**src/rtl/mbox_irq_regs.sv**
```systemverilog
module mbox_irq_regs #(
  parameter int ADDR_W     = 12,
  parameter int DATA_W     = 32,
  parameter int MBOX_WORDS = 8
) (
  input  logic              clk,
  input  logic              rst_n,
  input  logic              req_valid,
  input  logic              req_write,
  input  logic [ADDR_W-1:0] req_addr,
  input  logic [DATA_W-1:0] req_wdata,
  input  logic [DATA_W-1:0] remote_set,
  output logic [DATA_W-1:0] rd_data,
  output logic              rd_valid,
  output logic              err,
  output logic              irq
);
  localparam int         IDX_W     = (MBOX_WORDS > 1) ? $clog2(MBOX_WORDS) : 1;
  localparam logic [7:0] OFF_PEND  = 8'h00;
  localparam logic [7:0] OFF_MASK  = 8'h04;
  localparam logic [7:0] OFF_SET   = 8'h08;
  localparam logic [7:0] OFF_CLR   = 8'h0C;
  localparam logic [7:0] MBOX_BASE = 8'h20;
  localparam logic [7:0] MBOX_LAST = 8'(32 + 4 * (MBOX_WORDS - 1));

  logic [DATA_W-1:0] pend_q, mask_q;
  logic [DATA_W-1:0] mbox_q [MBOX_WORDS];

  wire [7:0] off = req_addr[7:0];
  wire [7:0] mrel = off - MBOX_BASE;
  wire [IDX_W-1:0] midx = mrel[IDX_W+1:2];

  wire hit_pend = off == OFF_PEND;
  wire hit_mask = off == OFF_MASK;
  wire hit_set  = off == OFF_SET;
  wire hit_clr  = off == OFF_CLR;
  wire hit_mbox = (off >= MBOX_BASE) && (off <= MBOX_LAST) && (off[1:0] == 2'b00);
  wire decoded  = hit_pend | hit_mask | hit_set | hit_clr | hit_mbox;

  wire wr = req_valid & req_write;
  wire rd = req_valid & ~req_write;

  wire               bus_set  = wr & hit_set;
  wire               bus_clr  = wr & hit_clr;
  wire               rem_evt  = |remote_set;
  wire [DATA_W-1:0]  set_bits = (bus_set ? req_wdata : '0) | remote_set;
  wire [DATA_W-1:0]  clr_bits = bus_clr ? req_wdata : '0;
  wire [DATA_W-1:0]  pend_d   = (pend_q & ~clr_bits) | set_bits;

  wire raise = (bus_set | rem_evt) && ((pend_d & mask_q) != '0);
  wire lower = bus_clr && (pend_d == '0) && (mask_q != '0);

  always_ff @(posedge clk) begin
    if (!rst_n) begin
      pend_q <= '0;
      mask_q <= '0;
      irq    <= 1'b0;
    end else begin
      pend_q <= pend_d;
      if (wr && hit_mask) mask_q <= req_wdata;
      if (raise)      irq <= 1'b1;
      else if (lower) irq <= 1'b0;
    end
  end

  for (genvar g = 0; g < MBOX_WORDS; g++) begin : g_mbox
    always_ff @(posedge clk) begin
      if (!rst_n)                                     mbox_q[g] <= '0;
      else if (wr && hit_mbox && midx == IDX_W'(g))   mbox_q[g] <= req_wdata;
    end
  end

  logic [DATA_W-1:0] rd_mux;
  always_comb begin
    rd_mux = '0;
    if (hit_pend)      rd_mux = pend_q;
    else if (hit_mask) rd_mux = mask_q;
    else if (hit_mbox) rd_mux = mbox_q[midx];
  end

  always_ff @(posedge clk) begin
    if (!rst_n) begin
      rd_data  <= '0;
      rd_valid <= 1'b0;
      err      <= 1'b0;
    end else begin
      rd_valid <= rd;
      rd_data  <= rd ? rd_mux : '0;
      err      <= req_valid & (~decoded | (req_write & hit_pend));
    end
  end
endmodule


```
**config.mk**
```make
export PLATFORM = sky130hd
export DESIGN_NAME = mbox_irq_regs
export DESIGN_NICKNAME = d
export VERILOG_FILES = /design/src/rtl/mbox_irq_regs.sv
export SDC_FILE = /design/constraint.sdc
export NUM_CORES = 1
export LEC_CHECK = 0
export CAP_MARGIN = 20
export CELL_PAD_IN_SITES_DETAIL_PLACEMENT = 0
export CELL_PAD_IN_SITES_GLOBAL_PLACEMENT = 2
export CORE_MARGIN = 2
export CORE_UTILIZATION = 41
export CTS_CLUSTER_DIAMETER = 120
export CTS_CLUSTER_SIZE = 40
export DETAILED_ROUTE_END_ITERATION = 8
export HOLD_SLACK_MARGIN = 0.1
export PLACE_DENSITY_LB_ADDON = 0.1
export SETUP_SLACK_MARGIN = 0.5
export SLEW_MARGIN = 20
export SYNTH_ARGS = -nofsm -noshare
export SYNTH_HDL_FRONTEND = slang
export SYNTH_SLANG_ARGS = --single-unit
```
**constraint.sdc**
```tcl
create_clock -name clk -period 5.7 [get_ports clk]
set_input_delay 0.57 -clock clk [delete_from_list [all_inputs] [get_ports clk]]
set_output_delay 0.57 -clock clk [all_outputs]
set_load 0.01 [all_outputs]
```
==> results.sh, run 1 <==
export IMPL_status="completed"
export IMPL_clk_latency_ns=0.52
export IMPL_path_clk_slew_ns=0.14
export IMPL_p_per_area_mw_per_mm2=259
export IMPL_most_common_layout_cells="edfxtp_1, and2_1, clkdlybuf4s50_1, nand2_1, dfxtp_1"
export IMPL_crit_fanout=21
export IMPL_drc=0
export IMPL_utilization_pct=47.0
export IMPL_irDropWorstVdd_v=0.000188
export IMPL_synth_area_sq_mm=0.0160
export IMPL_first_pass_iters=9
export IMPL_path_class="in2reg"
export IMPL_stdcell_area_sq_mm=0.0182
export IMPL_n_antenna_cell=0
export IMPL_vias=10622
export IMPL_place_hpwl_mm=31.6
export IMPL_drive_above_1_share_pct=14.1
export IMPL_dpl_instance_area_sq_mm=0.0177
export IMPL_numPortBuffers=110
export IMPL_postCtsResizedCells=0
export IMPL_whs_path_depth=2
export IMPL_rows=72
export IMPL_reg2reg_depth=4
export IMPL_synth_nets=1341
export IMPL_grtUsageTotal_pct=25.0
export IMPL_final_common_cell="edfxtp_1"
export IMPL_hold_path_class="reg2reg"
export IMPL_worst_ep_arrival_time_ns=3.96
export IMPL_grt_antenna_before_repair=0
export IMPL_grt_max_degree=67
export IMPL_dieArea_sq_mm=0.0407
export IMPL_overflow=0
export IMPL_r2r_end="rd_data[22]$_SDFF_PN0_"
export IMPL_worst_slew_pin_slew_ns=1.08
export IMPL_synth_distinct_cells=39
export IMPL_period_minus_slack_ns=3.53
export IMPL_routed_wl_mm=50.6
export IMPL_synth_yosys_seq_area_share_pct=60.3
export IMPL_via_per_inst=5.85
export IMPL_max_slew_margin_rel_pct=27.6
export IMPL_synthFlopType="edfxtp_1"
export IMPL_io_pins=115
export IMPL_final_hold_viol_count=0
export IMPL_cts_htree_levels=1
export IMPL_cp_end_kind="flip-flop"
export IMPL_dp_slack_ns=1.67
export IMPL_grt_pass1_wl_mm=75.0
export IMPL_drv_cap=0
export IMPL_postCtsSetupBuffers=0
export IMPL_async_flop_share_pct=0
export IMPL_syn_instance_count=1261
export IMPL_drt_iter0_drc=1018
export IMPL_worst_hold_slack_ns=0.506
export IMPL_cts_sinks=355
export IMPL_avgSynthCellArea_sq_um=12.7
export IMPL_leakagePower_nw=5.91
export IMPL_fin_worst_skew_ns=0.0176
export IMPL_setup_viol_count_final=0
export IMPL_timing_rr_start="mbox_q[0][22]$_SDFFCE_PN0P_"
export IMPL_drtAntennaViolNets=0
export IMPL_hold_buffers=0
export IMPL_p_total_mw=4.71
export IMPL_final_cells=1817
export IMPL_cts_root_buf="clkbuf_16"
export IMPL_synth_edff_count=256
export IMPL_die_w_um=202
export IMPL_cts_buffers=13
export IMPL_die_y_um=202
export IMPL_ys_seq_elements=355
export IMPL_drv_slew=0
export IMPL_rsz0062_at_grt="false"
export IMPL_wl_per_cell_um=27.8
export IMPL_ys_warn_count=0
export IMPL_fin_setup_tns_ns=0
export IMPL_area_growth_pct=13.3
export IMPL_initial_core_util_pct=41.5
export IMPL_place_congestion=0.833
export IMPL_first_global_vias=10825
export IMPL_place_inst=1796
export IMPL_setup_ws_ns=2.17
export IMPL_holdPathEnd="mask_q[22]$_SDFFE_PN0P_"
export IMPL_startpoint_type="primary input"
export IMPL_worstHoldStart="mask_q[22]$_SDFFE_PN0P_"
export IMPL_finalNetCount=1373
export IMPL_tritoncts="built"
export IMPL_r2r_slack_ns=3.85
export IMPL_timing_final_crit_share_pct=61.9
export IMPL_clockBufferDepth=3
export IMPL_coreArea_sq_mm=0.0386
export IMPL_fmax_ghz=0.283
export IMPL_worstPathRequired_ns=6.12
[report_power, final]
part | switching, mW | internal (mW)
Combinational | 0.273 | 0.186
Sequential | 0.0324 | 2.87
Clock | 0.817 | 0.537
Total | 1.12 | 3.59
[state kept, by name, indices dropped and copies added (netlist names)]
| signal | flops |
|---|---|
| mbox_q | 256 |
| mask_q | 32 |
| pend_q | 32 |
| rd_data | 32 |
| err | 1 |
| irq | 1 |
| rd_valid | 1 |
[layer usage]
layer	wire [um]	GRT usage, %	up-vias
met1	23000	37.1	5444
met2	24000	40.8	365
met4	915	4.46	0
met5	0	0	-
met3	2690	2.21	42
li1	-	-	4771
[cell families after synthesis]
family	synth area share, %
flops	60.3
compound gates	8.70
mux	11.2
buf+inv	3.35
simple gates	16.4
[layout make-up]
cell class | count | area (sq um)
Multi-Input combinational cell | 772 | 5990
Fill cell | 3437 | 20500
Clock inverter | 6 | 104
Clock buffer | 15 | 333
Timing Repair Buffer | 147 | 1420
Inverter | 4 | 15.0
Sequential cell | 355 | 9670
Tap cell | 518 | 648
[worst max-delay path, stage by stage]
cell	delay, ns
clkdlybuf4s50_1	0.54
nand4bb_2	0.91
buf_4	0.51
o31ai_1	0.32
nand2_1	0.19
or4_1	0.53
o311ai_1	0.26
o21ai_1	0.09
[worst max path at each step]
stage,start,end,slack (ns),cells past startpoint
5_1_grt,req_addr[5],irq$_SDFFE_PN0P_,2.03,8
4_1_cts,req_addr[7],mbox_q[3][17]$_SDFFCE_PN0P_,2.20,8
3_3_place_gp,req_addr[7],mbox_q[3][6]$_SDFFCE_PN0P_,1.65,8
6_report,req_addr[5],irq$_SDFFE_PN0P_,2.17,8
2_1_floorplan,req_addr[7],mbox_q[3][0]$_SDFFCE_PN0P_,1.34,4
3_5_place_dp,req_addr[7],mbox_q[3][6]$_SDFFCE_PN0P_,1.67,8
[cells in the mapped netlist, types with 8 or more instances]
| master | count | share of area, % |
|---|---|---|
| dfxtp_1 | 99 | 12 |
| nor4_1 | 24 | 0.94 |
| a22oi_1 | 14 | 0.66 |
| nand2_1 | 101 | 2.4 |
| a222oi_1 | 32 | 2.0 |
| a41oi_1 | 32 | 1.7 |
| buf_2 | 22 | 0.69 |
| mux4_2 | 64 | 9.0 |
| nor2_1 | 42 | 0.98 |
| a21oi_1 | 66 | 2.1 |
| mux2_2 | 32 | 2.2 |
| nor3_1 | 10 | 0.31 |
| and2_1 | 249 | 9.7 |
| nand3_1 | 34 | 1.1 |
| o31ai_1 | 30 | 1.4 |
| edfxtp_1 | 256 | 48 |
| nand4_1 | 10 | 0.39 |
| clkbuf_1 | 102 | 2.4 |
| o21ai_0 | 8 | 0.25 |
(Power assumes the default switching activity.)
==> run 2: changes to the inputs <==
clock period = 3.6 ns   (was 5.7 ns; I/O delays follow)
==> results.sh, run 2 (synthesized netlist as in run 1, its figures left out) <==
export IMPL_status="completed"
export IMPL_tritoncts="built"
export IMPL_clockBufferDepth=3
export IMPL_place_hpwl_mm=31.5
export IMPL_grtUsageTotal_pct=24.1
export IMPL_dp_slack_ns=0.319
export IMPL_final_cells=1842
export IMPL_path_class="in2reg"
export IMPL_first_global_vias=10881
export IMPL_fin_setup_tns_ns=0
export IMPL_rsz0062_at_grt="false"
export IMPL_drtAntennaViolNets=0
export IMPL_max_slew_margin_rel_pct=47.1
export IMPL_hold_path_class="in2reg"
export IMPL_timing_rr_start="mask_q[23]$_SDFFE_PN0P_"
export IMPL_cts_root_buf="clkbuf_16"
export IMPL_initial_core_util_pct=41.5
export IMPL_p_per_area_mw_per_mm2=402
export IMPL_numPortBuffers=110
export IMPL_startpoint_type="primary input"
export IMPL_worst_slew_pin_slew_ns=0.794
export IMPL_worst_ep_arrival_time_ns=3.16
export IMPL_largest_register_ffs=256
export IMPL_period_minus_slack_ns=2.73
export IMPL_grt_antenna_before_repair=1
export IMPL_io_pins=115
export IMPL_routed_wl_mm=48.9
export IMPL_crit_fanout=34
export IMPL_whs_path_depth=4
export IMPL_r2r_slack_ns=1.62
export IMPL_path_clk_slew_ns=0.14
export IMPL_worstHoldStart="req_addr[2]"
export IMPL_r2r_end="irq$_SDFFE_PN0P_"
export IMPL_place_congestion=0.849
export IMPL_overflow=0
export IMPL_coreArea_sq_mm=0.0386
export IMPL_final_common_cell="edfxtp_1"
export IMPL_setup_ws_ns=0.875
export IMPL_worstPathRequired_ns=4.03
export IMPL_drv_slew=0
export IMPL_timing_final_crit_share_pct=75.7
export IMPL_first_pass_iters=6
export IMPL_grt_max_degree=66
export IMPL_holdPathEnd="pend_q[8]$_SDFF_PN0_"
export IMPL_place_inst=1819
export IMPL_final_hold_viol_count=0
export IMPL_setup_viol_count_final=0
export IMPL_top_register="mbox_q"
export IMPL_leakagePower_nw=6.01
export IMPL_die_w_um=202
export IMPL_fmax_ghz=0.367
export IMPL_postCtsSetupBuffers=0
export IMPL_cts_htree_levels=1
export IMPL_drc=0
export IMPL_grt_pass1_wl_mm=72.9
export IMPL_drive_above_1_share_pct=15.7
export IMPL_cts_buffers=13
export IMPL_wl_per_cell_um=26.5
export IMPL_die_y_um=202
export IMPL_finalNetCount=1396
export IMPL_drv_cap=0
export IMPL_vias=10645
export IMPL_irDropWorstVdd_v=0.000295
export IMPL_fin_worst_skew_ns=0.0159
export IMPL_rows=72
export IMPL_clk_latency_ns=0.53
export IMPL_reg2reg_depth=7
export IMPL_dieArea_sq_mm=0.0407
export IMPL_postCtsResizedCells=0
export IMPL_area_growth_pct=14.4
export IMPL_hold_buffers=0
export IMPL_most_common_layout_cells="edfxtp_1, and2_1, clkdlybuf4s50_1, nand2_1, dfxtp_1"
export IMPL_drt_iter0_drc=1178
export IMPL_cp_end_kind="flip-flop"
export IMPL_via_per_inst=5.78
export IMPL_p_total_mw=7.37
export IMPL_cts_sinks=355
## run 2: cell count changes in the layout (fill, tap and decap cells not counted), sizes merged
cell    change
inv         +1
buf        +23
diode       +2
clkinv      +1
bufinv      -2
## run 2: critical path: stages
cell,delay [ns]
clkdlybuf4s50_1,0.46
or4_1,0.54
buf_4,0.29
o31ai_1,0.42
a21boi_1,0.16
a2111oi_2,0.37
nand3_1,0.12
nor4_1,0.30
o21ai_1,0.10
## run 2: per-stage QoR
| step | utilization [%] | hold slack [ns] | cell area [sq um] |
|---|---|---|---|
| after global placement | 46.4 | 0.485 | 18000 |
| after floorplan | - | 0.458 | 16000 |
| after detailed placement | 46.4 | 0.493 | 18000 |
| final | 47.5 | 0.418 | 18400 |
| after global routing | 47.5 | 0.449 | 18300 |
| after CTS | 47.5 | 0.410 | 18300 |
## run 2: final cells by class
type,count,area (sq um)
clock inverters,6,53.8
clock buffers,15,343
flip-flops and latches,355,9670
diodes,2,5.00
repair buffers,170,1630
multi-input cells,772,5990
inverters,4,15.0
well taps,518,648
fillers,3441,20300
## run 2: how the worst max path moves through the flow
stage | to | startpoint | slack (ns)
6_report | irq$_SDFFE_PN0P_ | req_addr[7] | 0.87
5_1_grt | irq$_SDFFE_PN0P_ | req_addr[7] | 0.68
4_1_cts | irq$_SDFFE_PN0P_ | req_addr[7] | 0.87
3_5_place_dp | irq$_SDFFE_PN0P_ | req_addr[7] | 0.32
3_3_place_gp | irq$_SDFFE_PN0P_ | req_addr[7] | 0.34
2_1_floorplan | mbox_q[1][0]$_SDFFCE_PN0P_ | req_addr[7] | 0.31
## run 2: where the power goes
part	switching (mW)	leakage, nW	internal (mW)
sequential	0.0540	3.24	4.54
combinational	0.425	2.58	0.312
clock	1.32	0.198	0.726
total	1.80	6.01	5.58
## run 2: layer usage
metal / up-vias / track usage [%] / wire length (um)
li1: 4812 / - / -
met1: 5450 / 34.8 / 22000
met2: 339 / 39.5 / 23200
met3: 44 / 2.81 / 2740
met4: 0 / 4.75 / 922
met5: - / 0 / 0
